==> config.mk <==
export PLATFORM = sky130hd
export DESIGN_NAME = opaddr_seq
export DESIGN_NICKNAME = d
export VERILOG_FILES = /design/src/rtl/opaddr_pkg.sv /design/src/rtl/opaddr_add.sv /design/src/rtl/opaddr_ctrl.sv /design/src/rtl/opaddr_seq.sv
export SDC_FILE = /design/constraint.sdc
export NUM_CORES = 1
export LEC_CHECK = 0
export BUFFER_PORTS_ARGS = -buffer_cell sky130_fd_sc_hd__buf_2
export CAP_MARGIN = 25
export CORE_ASPECT_RATIO = 2
export CORE_MARGIN = 1
export CORE_UTILIZATION = 40
export CTS_CLUSTER_SIZE = 14
export DETAILED_ROUTE_END_ITERATION = 8
export SYNTH_ARGS = -nofsm -noshare
export SYNTH_HDL_FRONTEND = slang
export SYNTH_SLANG_ARGS = --single-unit
==> constraint.sdc <==
create_clock -name clk_i -period 7.4 [get_ports clk_i]
set_clock_uncertainty 0.2 [all_clocks]
set_input_delay 0.74 -clock clk_i [delete_from_list [all_inputs] [get_ports clk_i]]
set_output_delay 0.74 -clock clk_i [all_outputs]
set_load 0.01 [all_outputs]
==> src/rtl/opaddr_pkg.sv <==
package opaddr_pkg;
  localparam int MODE_W = 4;
  typedef enum logic [MODE_W-1:0] {
    M_IMP  = 4'd0,  M_ACC  = 4'd1,  M_IMM  = 4'd2,  M_ZP   = 4'd3,
    M_ZPX  = 4'd4,  M_ZPY  = 4'd5,  M_ABS  = 4'd6,  M_ABSX = 4'd7,
    M_ABSY = 4'd8,  M_IZX  = 4'd9,  M_IZY  = 4'd10, M_IND  = 4'd11
  } mode_e;
  localparam int CYC_W = 3;
endpackage

==> src/rtl/opaddr_add.sv <==
module opaddr_add #(
  parameter int W = 8
) (
  input  logic [W-1:0] a_i,
  input  logic [W-1:0] b_i,
  output logic [W-1:0] sum_o,
  output logic         co_o
);
  assign {co_o, sum_o} = {1'b0, a_i} + {1'b0, b_i};
endmodule

==> src/rtl/opaddr_ctrl.sv <==
module opaddr_ctrl
  import opaddr_pkg::*;
(
  input  logic             clk_i,
  input  logic             rst_ni,
  input  logic             start_i,
  input  logic             last_i,
  output logic             busy_o,
  output logic [CYC_W-1:0] cyc_o,
  output logic             done_o
);
  logic             busy_q, done_q;
  logic [CYC_W-1:0] cyc_q;

  always_ff @(posedge clk_i or negedge rst_ni) begin
    if (!rst_ni) begin
      busy_q <= 1'b0;
      done_q <= 1'b0;
      cyc_q  <= '0;
    end else begin
      done_q <= busy_q & last_i;
      if (!busy_q) begin
        if (start_i) begin
          busy_q <= 1'b1;
          cyc_q  <= CYC_W'(2);
        end
      end else if (last_i) begin
        busy_q <= 1'b0;
        cyc_q  <= '0;
      end else begin
        cyc_q <= cyc_q + 1'b1;
      end
    end
  end

  assign busy_o = busy_q;
  assign cyc_o  = cyc_q;
  assign done_o = done_q;
endmodule

==> src/rtl/opaddr_seq.sv <==
module opaddr_seq
  import opaddr_pkg::*;
#(
  parameter int DW = 8,
  localparam int AW = 2 * DW
) (
  input  logic              clk_i,
  input  logic              rst_ni,
  input  logic              start_i,
  input  logic [MODE_W-1:0] mode_i,
  input  logic [DW-1:0]     x_i,
  input  logic [DW-1:0]     y_i,
  input  logic [AW-1:0]     pc_i,
  input  logic [DW-1:0]     rdata_i,
  output logic [AW-1:0]     addr_o,
  output logic              rd_o,
  output logic              done_o,
  output logic [DW-1:0]     operand_o,
  output logic [AW-1:0]     pc_o,
  output logic [AW-1:0]     work_addr_o
);
  mode_e            mode_q;
  logic [DW-1:0]    idx_q, adl_q, adh_q, ial_q, dl_q;
  logic [DW-1:0]    adl_d, adh_d, ial_d, dl_d;
  logic [AW-1:0]    pc_q, pc_d, addr;
  logic             cl_q, cl_d, last, busy;
  logic [CYC_W-1:0] cyc_w;
  logic [DW-1:0]    add_a, add_b, add_sum, hi_inc;
  logic             add_co, hi_co;
  logic [AW-1:0]    zp_addr, wk_addr, pc_inc;

  opaddr_ctrl u_ctrl (
    .clk_i (clk_i), .rst_ni(rst_ni), .start_i(start_i), .last_i(last),
    .busy_o(busy), .cyc_o(cyc_w), .done_o(done_o)
  );

  opaddr_add #(.W(DW)) u_lo_add (
    .a_i(add_a), .b_i(add_b), .sum_o(add_sum), .co_o(add_co)
  );

  opaddr_add #(.W(DW)) u_hi_add (
    .a_i(adh_q), .b_i(DW'(1)), .sum_o(hi_inc), .co_o(hi_co)
  );

  assign zp_addr = {{DW{1'b0}}, adl_q};
  assign wk_addr = {adh_q, adl_q};
  assign pc_inc  = pc_q + 1'b1;

  always_comb begin
    addr  = pc_q;
    last  = 1'b0;
    pc_d  = pc_q;
    adl_d = adl_q;
    adh_d = adh_q;
    ial_d = ial_q;
    cl_d  = cl_q;
    dl_d  = dl_q;
    add_a = adl_q;
    add_b = idx_q;
    if (busy) begin
      if (cyc_w == CYC_W'(2)) begin
        // shared operand-byte fetch at PC
        unique case (mode_q)
          M_IMM: begin pc_d = pc_inc; last = 1'b1; end
          M_ZP, M_ZPX, M_ZPY, M_IZX, M_IZY: begin
            adl_d = rdata_i; adh_d = '0; pc_d = pc_inc;
          end
          M_ABS, M_ABSX, M_ABSY, M_IND: begin adl_d = rdata_i; pc_d = pc_inc; end
          default: last = 1'b1;
        endcase
      end else begin
        unique case (mode_q)
          M_ZP: begin addr = zp_addr; last = 1'b1; end
          M_ZPX, M_ZPY: begin
            addr = zp_addr;
            if (cyc_w == CYC_W'(3)) adl_d = add_sum;
            else last = 1'b1;
          end
          M_ABS, M_ABSX, M_ABSY: begin
            if (cyc_w == CYC_W'(3)) begin
              adh_d = rdata_i; pc_d = pc_inc;
              if (mode_q != M_ABS) begin adl_d = add_sum; cl_d = add_co; end
            end else begin
              addr = wk_addr;
              if (cyc_w == CYC_W'(4) && mode_q != M_ABS && cl_q) adh_d = hi_inc;
              else last = 1'b1;
            end
          end
          M_IZX: begin
            unique case (cyc_w)
              CYC_W'(3): begin addr = zp_addr; adl_d = add_sum; end
              CYC_W'(4): begin addr = zp_addr; ial_d = rdata_i; add_b = DW'(1); adl_d = add_sum; end
              CYC_W'(5): begin addr = zp_addr; adh_d = rdata_i; adl_d = ial_q; end
              default:   begin addr = wk_addr; last = 1'b1; end
            endcase
          end
          M_IZY: begin
            unique case (cyc_w)
              CYC_W'(3): begin addr = zp_addr; ial_d = rdata_i; add_b = DW'(1); adl_d = add_sum; end
              CYC_W'(4): begin
                addr = zp_addr; adh_d = rdata_i; add_a = ial_q; adl_d = add_sum; cl_d = add_co;
              end
              CYC_W'(5): begin
                addr = wk_addr;
                if (cl_q) adh_d = hi_inc;
                else last = 1'b1;
              end
              default:   begin addr = wk_addr; last = 1'b1; end
            endcase
          end
          M_IND: begin
            unique case (cyc_w)
              CYC_W'(3): begin adh_d = rdata_i; pc_d = pc_inc; end
              // pointer low increments with no carry into the high byte
              CYC_W'(4): begin
                addr = wk_addr; pc_d = {pc_q[AW-1:DW], rdata_i}; add_b = DW'(1); adl_d = add_sum;
              end
              default: begin addr = wk_addr; pc_d = {rdata_i, pc_q[DW-1:0]}; last = 1'b1; end
            endcase
          end
          default: last = 1'b1;
        endcase
      end
      if (last) dl_d = rdata_i;
    end
  end

  always_ff @(posedge clk_i or negedge rst_ni) begin
    if (!rst_ni) begin
      mode_q <= M_IMP;
      idx_q  <= '0;
      pc_q   <= '0;
      adl_q  <= '0;
      adh_q  <= '0;
      ial_q  <= '0;
      dl_q   <= '0;
      cl_q   <= 1'b0;
    end else if (!busy) begin
      if (start_i) begin
        mode_q <= mode_e'(mode_i);
        idx_q  <= (mode_e'(mode_i) inside {M_ZPY, M_ABSY, M_IZY}) ? y_i : x_i;
        pc_q   <= pc_i;
        cl_q   <= 1'b0;
      end
    end else begin
      pc_q  <= pc_d;
      adl_q <= adl_d;
      adh_q <= adh_d;
      ial_q <= ial_d;
      dl_q  <= dl_d;
      cl_q  <= cl_d;
    end
  end

  assign addr_o      = addr;
  assign rd_o        = busy;
  assign operand_o   = dl_q;
  assign pc_o        = pc_q;
  assign work_addr_o = wk_addr;
endmodule

# Yosys cells after proc, flatten, opt, wreduce, memory -nomap -nowiden
# Index checks and enable logic that the tools add are counted.
# classes
add_sub_neg	4
n_eq_ne	43
muxes	68
n_bitwise	3
reduce_logical	25
# op_table
cell	n
8-bit 2-to-1 mux	24
16-bit 2-to-1 mux	10
16-bit case mux with 2 select lines	2
16-bit case mux with 4 select lines	1
8-bit case mux with 2 select lines	4
8-bit case mux with 5 select lines	1
3-bit inequality test, second input constant	12
8-bit case mux with 4 select lines	1
4-bit inequality test, second input constant	7
4-bit equality test, second input constant	6
4-bit by 3-bit equality test with 1-bit output, second input constant	5
1-bit 2-to-1 mux	19
16-bit by 1-bit adder with 16-bit output, second input constant	1
5-bit AND reduction	3
10-bit OR reduction	1
8-bit by 8-bit adder with 9-bit output	1
3-bit 2-to-1 mux	3
9-bit AND reduction	1
3-bit OR reduction	3
9-bit OR reduction	1
8-bit by 1-bit adder with 8-bit output, second input constant	1
4-bit by 2-bit equality test with 1-bit output, second input constant	2
2-bit inequality test, second input constant	4
8-bit AND reduction	1
other kinds (20)	29
# totals
regBits	66
output_inout_bits	58

# Longest topological paths before layout
# Gate-level depths: netlist (run 1).
# logic_depth
word_depth	11
mapped_depth	17

# Modules after synthesis
# Synthesis (run 1) repeated with hierarchy kept, for this count alone.
# unflattened
hier_cells	536
area_unflattened_um2	4954.8
# modules_own_cells
module	n_inst	cells_each	area_each_um2	seq_area_each_um2
opaddr_seq	1	435	4102.7	1526.5
opaddr_add	2	42	324.1	0.0
opaddr_ctrl	1	17	203.9	125.1

# Worst setup path before layout (run 1)
# Ideal clock, no wire load.
# synth_path
path_kind	reg2reg
start	register u_ctrl.cyc_q[0] (netlist: u_ctrl.cyc_o[0])
end	register adl_q[5]
arrival_time_ns	3.404
t_required_ns	7.121
slack_ns	3.717
path_stages_with_launch	16
path_buffers	2
path_cell_list	dfrtp_1 -> inv_1 -> ha_1 -> nand2b_1 -> buf_2 -> nand2_1 -> or4_1 -> clkbuf_1 -> mux2_2 -> ha_1 -> a211oi_1 -> nor2_1 -> o21ai_0 -> mux2_2 -> a311o_1 -> mux2i_1
# synth_between
elab_chain_len	10
word_cells_on_any_way	32
# synth_rtl
item	line_no	text
from (decl)	opaddr_ctrl.sv:13	logic [CYC_W-1:0] cyc_q;
from (signal assigned)	opaddr_ctrl.sv:31	cyc_q <= cyc_q + 1'b1;
3-bit equality test / 3-bit by 2-bit equality test with 1-bit output (equally long branches)	n/a	
8-bit 2-to-1 mux (on tied branches)	opaddr_seq.sv:90, opaddr_seq.sv:112, opaddr_seq.sv:98	
8-bit case mux with 2 select lines / 8-bit 2-to-1 mux (equally long branches)	opaddr_seq.sv:72	unique case (mode_q)
8-bit 2-to-1 mux	opaddr_seq.sv:61	if (cyc_w == CYC_W'(2)) begin
8-bit 2-to-1 mux	opaddr_seq.sv:60	if (busy) begin
8-bit by 8-bit adder with 9-bit output	opaddr_add.sv:9	assign {co_o, sum_o} = {1'b0, a_i} + {1'b0, b_i};
8-bit 2-to-1 mux	opaddr_seq.sv:82	if (mode_q != M_ABS) begin adl_d = add_sum; cl_d = add_co; end
8-bit 2-to-1 mux	opaddr_seq.sv:80	if (cyc_w == CYC_W'(3)) begin
8-bit case mux with 5 select lines	opaddr_seq.sv:72	
8-bit 2-to-1 mux	opaddr_seq.sv:61	
to (signal assigned)	opaddr_seq.sv:147	adl_q <= adl_d;
to (decl)	opaddr_seq.sv:23	logic [DW-1:0] idx_q, adl_q, adh_q, ial_q, dl_q;
# Parallel ways exist; a longest one is shown, timed or not. The select of a mux whose other input is x is not followed.
# A chain may end at the register's enable or synchronous reset.

# Worst setup path in the final report (run 1)
# layout_path
start	register u_ctrl.cyc_q[0] (netlist: u_ctrl.cyc_o[0])
end	register adl_q[6]
# Same word-level chain as after synthesis.

==> results.cfg, run 1 <==
[floorplan]
die_h_um = 157
die_area_mm2 = 0.0124
row_count = 56
coreArea_mm2 = 0.0117
io_pins = 105
initial_core_util = 0.408
die_x_um = 79.3

[critical_path]
worstPathArrival_ns = 4.39
critical_path_class = reg2reg
crit_fanout = 18
end_kind = register
reg2reg_depth = 15
worstSetupStartpointType = register
cp.required_ns = 7.41

[grt]
grtUsageMet2 = 0.433
grt_max_degree = 67
grt.busiest_layer = met2
met3_usage = 0.0350
antenna_found_initial = 0
grt_pass1_wl_um = 22500
grt_overflow = 0
grt_usage = 0.240
grt_util_met1 = 0.248
grt_pass1_vias = 4298

[pwr]
combPwrFrac = 0.560
p_sw_frac = 0.448
ir_worst_vdd_mv = 0.219
p_int_w = 0.00159
seq_power_share = 0.271
switchingPower_w = 0.00129
clkPwrFrac = 0.169
leakagePower_nw = 2.56
power_density_mw_per_mm2 = 506

[cells_and_area]
layout_commonest_cell = buf_2
final_cell_count_no_fill = 776
syn_to_final_growth_pct = 19.2
nets = 689
final.fill_count = 1115
layout_common_cells = 104 x buf_2, 66 x dfrtp_1, 50 x nand2_1, 50 x mux2_2, 46 x o21ai_0
drive_gt1_frac = 0.288
multi_input_area_mm2 = 0.00293
antenna_cells = 0
regArea_mm2 = 0.00165

[clock_network]
htree_levels = 3
ctsResizeCount = 0
cts_setup_buffers = 0
cts-root-buf = clkbuf_16
clkTransAtPathRegs_ns = 0.05
cts_hold_buf = 0
cts_tree = done
clockBufferDepth = 2
cts_made_buffers = 9
cts.sinks = 66
clock_latency_ns = 0.33

[synthesis]
synth_area_mm2 = 0.00478
async_reset_ff_frac = 1.00
synth_edf_count = 0
ys.flop_type = dfrtp_1
ys_seq_area_frac = 0.346
yosysUniqueCellTypes = 66
avgSynthCellArea_um2 = 8.87
synth_cells = 539
ys_ff_latch = 66
yosysWarnings = 0
synth_fp_nets = 602

[placed_design]
gp_congestion = 0.884
portBuffers = 104
dp_hpwl_um = 10900
dpl.cell_count = 760

[sta]
period_needed_ns = 4.37
slew_headroom = 0.380
rsz0062_at_grt = false
drv_slew = 0
fmax_mhz = 229
tns_ns = 0
finalSetupViolations = 0
period_share = 0.591
tightest_slew_ns = 0.930
finalHoldViolCount = 0

[status]
outcome = completed

[routing]
vias = 4525
dr.pass1.iters = 4
drtIter0Drc = 191
viasPerCell = 5.83
wl_per_cell_um = 18.4
ant_nets = 0
finalWirelength_um = 14300
remaining_drc_errors = 0

[min_path]
hold_depth = 2
hp-class = reg2reg

[job]
maxCapViolCount = 0
-- cells by family after synthesis --
family	after synthesis	share of synthesized area
adder cells (fa/ha/maj)	16	0.0435
buffers and inverters	47	0.0421
AND/OR/NAND/NOR	188	0.200
AO/OA/AOI/OAI	151	0.209
XOR/XNOR	8	0.0147
flip-flops	66	0.346
multiplexers	63	0.145
-- worst max-delay path: stages (launching register included) --
cell	delay, ns
dfrtp_1	0.40
inv_1	0.08
ha_1	0.20
nand2b_1	0.54
nand2_1	0.18
or4_1	0.64
mux2_2	0.30
ha_1	0.19
inv_1	0.06
fa_1	0.37
nor2b_1	0.19
o31a_1	0.19
o22ai_1	0.12
mux2i_1	0.19
a31oi_1	0.10
mux2_2	0.30
-- final cells by class --
type / instances / area share
multi-input cells: 426 / 0.514
repair buffers: 107 / 0.0953
inverters: 16 / 0.0105
well taps: 145 / 0.0318
flip-flops and latches: 66 / 0.290
clock buffers: 10 / 0.0402
clock inverters: 6 / 0.0184
-- per-layer routing --
metal  part of all wire  wire (um)  vias up
li1                   -          -     2156
met2               0.54       7670      164
met1               0.36       5220     2162
met5                  0          0        -
met4              0.060        858        0
met3              0.039        561       43
-- power by group through the flow --
stage / Sequential, W / Clock [W] / Combinational [W]
after floorplan: 0.000718 / 0 / 0.00120
after global placement: 0.000775 / 0 / 0.00158
after detailed placement: 0.000782 / 0 / 0.00162
after CTS: 0.000777 / 0.000498 / 0.00162
after global routing: 0.000810 / 0.000518 / 0.00180
final: 0.000782 / 0.000487 / 0.00161
-- metrics by stage --
stage | util | total power (W) | hold WS [ns] | cell area [um2] | setup WS [ns]
2_1_floorplan | - | 0.00191 | 0.241 | 4780 | 3.72
3_3_place_gp | 0.458 | 0.00235 | 0.253 | 5360 | 3.11
3_5_place_dp | 0.458 | 0.00240 | 0.262 | 5360 | 3.04
4_1_cts | 0.487 | 0.00290 | 0.273 | 5700 | 3.03
5_1_grt | 0.487 | 0.00313 | 0.279 | 5700 | 2.78
6_report | 0.487 | 0.00288 | 0.268 | 5700 | 3.03
-- state kept, by name, summed over array words and instances, names as in the netlist --
register and cells:
cl_q 1, adh_q 8, ial_q 8, u_ctrl.busy_o 1, idx_q 8, operand_o 8, pc_o 16, mode_q 4
u_ctrl.done_o 1, adl_q 8, u_ctrl.cyc_o 3
-- path summary, 6_finish.rpt --
check | startpoint | endpoint | slack, ns
worst min-delay path | idx_q[0] | idx_q[0] | 0.27
worst max register to register | u_ctrl.cyc_o[0] | adl_q[6] | 3.03
worst max-delay path | u_ctrl.cyc_o[0] | adl_q[6] | 3.03
worst min register to register | idx_q[0] | idx_q[0] | 0.27
max in group asynchronous | rst_ni | u_ctrl.cyc_o[0] | 6.01
min in group asynchronous | rst_ni | operand_o[1] | 0.41
-- cells in the mapped netlist (3+ instances only) --
cell / number / area share
ha_1: 15 / 0.039
or2_2: 3 / 0.0039
o2bb2ai_1: 3 / 0.0055
nor3b_1: 4 / 0.0063
mux2i_1: 13 / 0.027
and2_1: 10 / 0.013
xor2_1: 3 / 0.0055
a21oi_1: 29 / 0.030
a211oi_1: 5 / 0.0079
dfrtp_1: 66 / 0.35
nand3_1: 26 / 0.027
nand2_1: 50 / 0.039
buf_2: 14 / 0.015
clkbuf_1: 14 / 0.011
a31oi_1: 7 / 0.0092
nand4_1: 6 / 0.0079
a22oi_1: 9 / 0.014
o21ai_0: 46 / 0.048
xnor2_1: 5 / 0.0092
mux2_2: 50 / 0.12
o211ai_1: 4 / 0.0063
nor2_1: 35 / 0.027
nand2b_1: 10 / 0.013
nor2b_1: 8 / 0.010
o311ai_0: 3 / 0.0055
a21o_1: 6 / 0.0094
o22ai_1: 3 / 0.0039
or3_1: 4 / 0.0052
a22o_1: 8 / 0.015
inv_1: 16 / 0.013
nor3_1: 15 / 0.016
o31a_1: 3 / 0.0055
No activity file was read; power rests on OpenSTA's default activity.
==> run 2, diff against run 1 <==
Settings changed: ABC_AREA set to 1.
Clock period 7.4 ns to 4.34 ns, I/O delays scaled along.
==> results.cfg, run 2 <==
[sta]
slew_headroom = 0.543
tightest_slew_ns = 0.683
finalHoldViolCount = 0
fmax_mhz = 276
period_needed_ns = 3.63
drv_slew = 0
finalSetupViolations = 0
whs_ns = 0.152
tns_ns = 0
period_share = 0.835
rsz0062_at_grt = false

[clock_network]
cts.sinks = 66
clockBufferDepth = 2
cts_tree = done
htree_levels = 3
clock_latency_ns = 0.35
cts-root-buf = clkbuf_16
ctsResizeCount = 0
clkTransAtPathRegs_ns = 0.06
cts_made_buffers = 9

[routing]
vias = 5599
finalWirelength_um = 17400
viasPerCell = 5.25
remaining_drc_errors = 0
dr.pass1.iters = 5
wl_per_cell_um = 16.3
drtIter0Drc = 279
ant_nets = 0

[grt]
grt_usage = 0.261
antenna_found_initial = 0
grt_pass1_wl_um = 27700
grt_overflow = 0
grt_max_degree = 44
grt_pass1_vias = 5412

[floorplan]
io_pins = 105
row_count = 59
die_x_um = 83.6
die_area_mm2 = 0.0138
coreArea_mm2 = 0.0130
die_h_um = 165
initial_core_util = 0.409

[synthesis]
yosysUniqueCellTypes = 39
synth.area.top_cells = dfrtp_1 31%, nand2_1 19%, nand3_1 6.4%, inv_1 6.3%, nor2_1 5.9%
ys_ff_latch = 66
synth_area_mm2 = 0.00532
ys.flop_type = dfrtp_1
synth_fp_nets = 877
synthTopCellsByCount = 268 x nand2_1, 89 x inv_1, 83 x nor2_1
synth_edf_count = 0
synthMostInstantiatedCell = nand2_1
avgSynthCellArea_um2 = 6.54
yosysWarnings = 0
synth_cells = 814
synth_top_area_cell = dfrtp_1
synth_top_area_frac = 0.310
ys_seq_area_frac = 0.310
async_reset_ff_frac = 1.00

[critical_path]
worstPathArrival_ns = 3.66
worstSetupStartpointType = register
end_kind = register
r2r_end = adl_q[4]
reg2reg_setup_slack_ns = 0.71
reg2reg_depth = 18
cp.required_ns = 4.37
critical_path_class = reg2reg
r2r-start = u_ctrl.cyc_o[0]
crit_fanout = 28

[cells_and_area]
drive_gt1_frac = 0.191
final_core_util = 0.480
nets = 972
antenna_cells = 0
layout_common_cells = 268 x nand2_1, 104 x buf_2, 89 x inv_1
layout_commonest_cell = nand2_1
syn_to_final_growth_pct = 17.1
largest_reg_flops = 16

[min_path]
hp-start = y_i[3]
hold_depth = 3
hp-class = in2reg
whs_endpoint = idx_q[3]

[pwr]
power_density_mw_per_mm2 = 873
p_total_w = 0.00544
ir_worst_vdd_mv = 0.365
leakagePower_nw = 3.38

[job]
maxCapViolCount = 0

[placed_design]
portBuffers = 104
gp_congestion = 0.982
dp_hpwl_um = 13600

[status]
outcome = completed
run 2: layer usage:
metal | up-vias | share of wire | global-route usage | routed length (um)
li1 | 2817 | - | - | -
met1 | 2533 | 0.36 | 0.268 | 6280
met2 | 193 | 0.55 | 0.501 | 9510
met3 | 56 | 0.039 | 0.0278 | 687
met4 | 0 | 0.054 | 0.164 | 943
met5 | - | 0 | 0 | 0
run 2: kinds of logic after synthesis:
kind of cell    after synthesis  synth area share
simple gates                483             0.408
compound gates              125             0.137
xor+xnor                      5           0.00823
flops                        66             0.310
fa+ha+maj                    16            0.0390
buf+inv                     119            0.0971
run 2: where the power goes:
part	switching, W	internal [W]
combinational	0.00219	0.00115
clock	0.000311	0.000509
sequential	0.000361	0.000923
total	0.00286	0.00258
run 2: final cells by class:
| class | instances | area (um2) |
|---|---|---|
| clock buffers | 9 | 225 |
| clock inverters | 7 | 103 |
| fillers | 1423 | 6760 |
| flip-flops and latches | 66 | 1650 |
| repair buffers | 108 | 553 |
| multi-input cells | 629 | 3150 |
| well taps | 152 | 190 |
| inverters | 95 | 357 |
run 2: how the worst max path moves through the flow:
stage	endpoint	slack (ns)	from	depth (start not counted)
floorplan	adl_q[4]	1.38	u_ctrl.cyc_o[0]	19
global placement	adl_q[4]	0.85	u_ctrl.cyc_o[0]	18
detailed placement	adl_q[4]	0.75	u_ctrl.cyc_o[0]	18
CTS	adl_q[4]	0.72	u_ctrl.cyc_o[0]	18
global route	adl_q[7]	0.29	u_ctrl.cyc_o[0]	19
finish	adl_q[4]	0.71	u_ctrl.cyc_o[0]	18
run 2: worst max-delay path, stage by stage (launching register included):
cell and delay [ns]:
dfrtp_1 0.39, inv_1 0.10, ha_1 0.25, nand2_4 0.28, nand2_1 0.20, inv_2 0.13, nand3_1 0.38, a21oi_1 0.28
ha_1 0.20, inv_1 0.06, fa_1 0.40, inv_1 0.10, nand3_1 0.09, nand3_1 0.10, nand3_1 0.07, nand2_1 0.07
o21ai_0 0.07, nand2_1 0.07, o21ai_1 0.06
run 2: per-stage QoR:
stage,cell area [um2],instances,worst slack (ns)
2_1_floorplan,5320,814,1.38
3_3_place_gp,5890,1049,0.852
3_5_place_dp,5890,1049,0.753
4_1_cts,6230,1066,0.721
5_1_grt,6230,1066,0.290
6_report,6230,1066,0.714
run 2: timing repair:
item,4_1_cts,5_1_grt
setup endpoints to repair,0,0
setup buffers,0,0
hold buffers,1,0
hold endpoints to repair,23,0
==> run 3, diff against run 2 <==
Settings changed: ABC_AREA 1 to 0.
Clock period 4.34 ns to 3.2 ns, I/O delays scaled along.
==> results.cfg, run 3 (same netlist as run 1, synthesis figures left out) <==
[status]
outcome = complete, but fails checks
violations = negative setup slack

[pwr]
switchingPower_w = 0.00342
combPwrFrac = 0.651
p_sw_frac = 0.440
p_total_w = 0.00778
leakagePower_nw = 2.93
ir_worst_vdd_mv = 0.505
clkPwrFrac = 0.131
seq_power_share = 0.218
p_int_w = 0.00436
power_density_mw_per_mm2 = 1200

[grt]
grt_usage = 0.259
grt_pass1_wl_um = 24200
grt_pass1_vias = 4725
grt_max_degree = 53
antenna_found_initial = 0
grt_overflow = 0

[floorplan]
io_pins = 105
row_count = 56
die_area_mm2 = 0.0124
die_h_um = 157
initial_core_util = 0.408
coreArea_mm2 = 0.0117
die_x_um = 79.3

[cells_and_area]
drive_gt1_frac = 0.408
syn_to_final_growth_pct = 35.2
final_area_mm2 = 0.00646
nets = 750
final_cell_count_no_fill = 837
antenna_cells = 0
largest_reg_flops = 16
layout_common_cells = 104 x buf_2, 66 x dfrtp_1, 56 x buf_4
final.fill_count = 1050
layout_commonest_cell = buf_2

[placed_design]
portBuffers = 104
placed_cell_area_mm2 = 0.00576
dpl.cell_count = 801
gp_congestion = 0.915
dp_hpwl_um = 11600
preCtsSetupSlack_ns = -0.449

[critical_path]
r2r-start = u_ctrl.cyc_o[0]
worst_path_max_delay_cell = or4_4
critical_path_class = reg2reg
worstSetupStartpointType = register
path_cells = inv_2, buf_6, ha_4, nand2b_4, nand2_2, or4_4, mux2_4, ha_4, inv_2, fa_2, nor2b_2, o31a_1, o22ai_2, mux2i_1, a31oi_1, mux2_4
crit_fanout = 5
slowest_delay_ns = 0.49
cp.required_ns = 3.22
r2r_end = adl_q[6]
reg2reg_depth = 16
worstPathArrival_ns = 3.56
end_kind = register
reg2reg_setup_slack_ns = -0.34

[clock_network]
clkTransAtPathRegs_ns = 0.06
htree_levels = 3
cts-root-buf = clkbuf_16
cts_made_buffers = 9
clockBufferDepth = 2
clock_latency_ns = 0.34
cts.sinks = 66
cts_tree = done

[min_path]
hp-start = mode_i[1]
hp-class = in2reg
whs_endpoint = mode_q[1]
hold_depth = 2

[sta]
tightest_slew_ns = 0.864
period_share = 1.11
finalHoldViolCount = 0
rsz0062_at_grt = true
finalSetupViolations = 7
tns_ns = -1.55
slew_headroom = 0.422
drv_slew = 0
period_needed_ns = 3.54
setup_ws_ns = -0.337
fmax_mhz = 283

[routing]
ant_nets = 0
drtIter0Drc = 206
viasPerCell = 5.77
dr.pass1.iters = 4
finalWirelength_um = 15900
vias = 4830
remaining_drc_errors = 0
wl_per_cell_um = 19.0

[job]
maxCapViolCount = 0
## run 3: metal layers
layer	track usage	up-vias	wire length, um
li1	-	2286	-
met1	0.262	2337	5670
met2	0.477	152	8680
met3	0.0426	55	597
met4	0.165	0	941
met5	0	-	0
## run 3: timing repair
action	4_1_cts	5_1_grt
endpoints found under the setup margin	16	24
buffers inserted	8	11
pin swaps	18	13
resized for setup	32	22
endpoints found under the hold margin	24	0
hold buffers	1	0
gates cloned	0	2
## run 3: per-stage QoR
step	utilization	hold WS [ns]
floorplan	-	-0.176
global route	0.552	0.0443
global placement	0.492	-0.0428
CTS	0.536	0.0353
detailed placement	0.492	-0.0409
finish	0.552	0.0409
## run 3: critical path: cells and delay by family, from the launching register on
kind | cells | cell delay (ns)
and+or+nand+nor | 4 | 0.67
buffers and inverters | 3 | 0.25
muxes | 3 | 0.84
AOI/OAI and AO/OA | 3 | 0.55
DFF | 1 | 0.37
adders and majority gates | 3 | 0.55
## run 3: area by class of cell
cell class                 instances  area [um2]  area share
clock buffer                       9         225      0.0349
clock inverter                     7        75.1      0.0116
inverter                          16        60.1     0.00930
multi-input combinational        427        3230       0.499
sequential                        66        1650       0.256
tap                              145         181      0.0281
timing repair buffer             167        1040       0.161
## run 3: how the worst max path moves through the flow
stage | to | from | slack (ns)
global route | adl_q[6] | u_ctrl.cyc_o[0] | -0.45
CTS | adl_q[6] | u_ctrl.cyc_o[1] | -0.36
global placement | adl_q[6] | u_ctrl.cyc_o[1] | -0.34
finish | adl_q[6] | u_ctrl.cyc_o[0] | -0.34
floorplan | adl_q[6] | u_ctrl.cyc_o[0] | -0.27
detailed placement | adl_q[6] | u_ctrl.cyc_o[0] | -0.45
## run 3: power by group through the flow
stage	Clock, W	Combinational (W)	Sequential [W]
after detailed placement	0	0.00435	0.00170
after CTS	0.00104	0.00470	0.00169
final	0.00102	0.00506	0.00170
after floorplan	0	0.00291	0.00166
after global routing	0.00108	0.00551	0.00175
after global placement	0	0.00425	0.00168
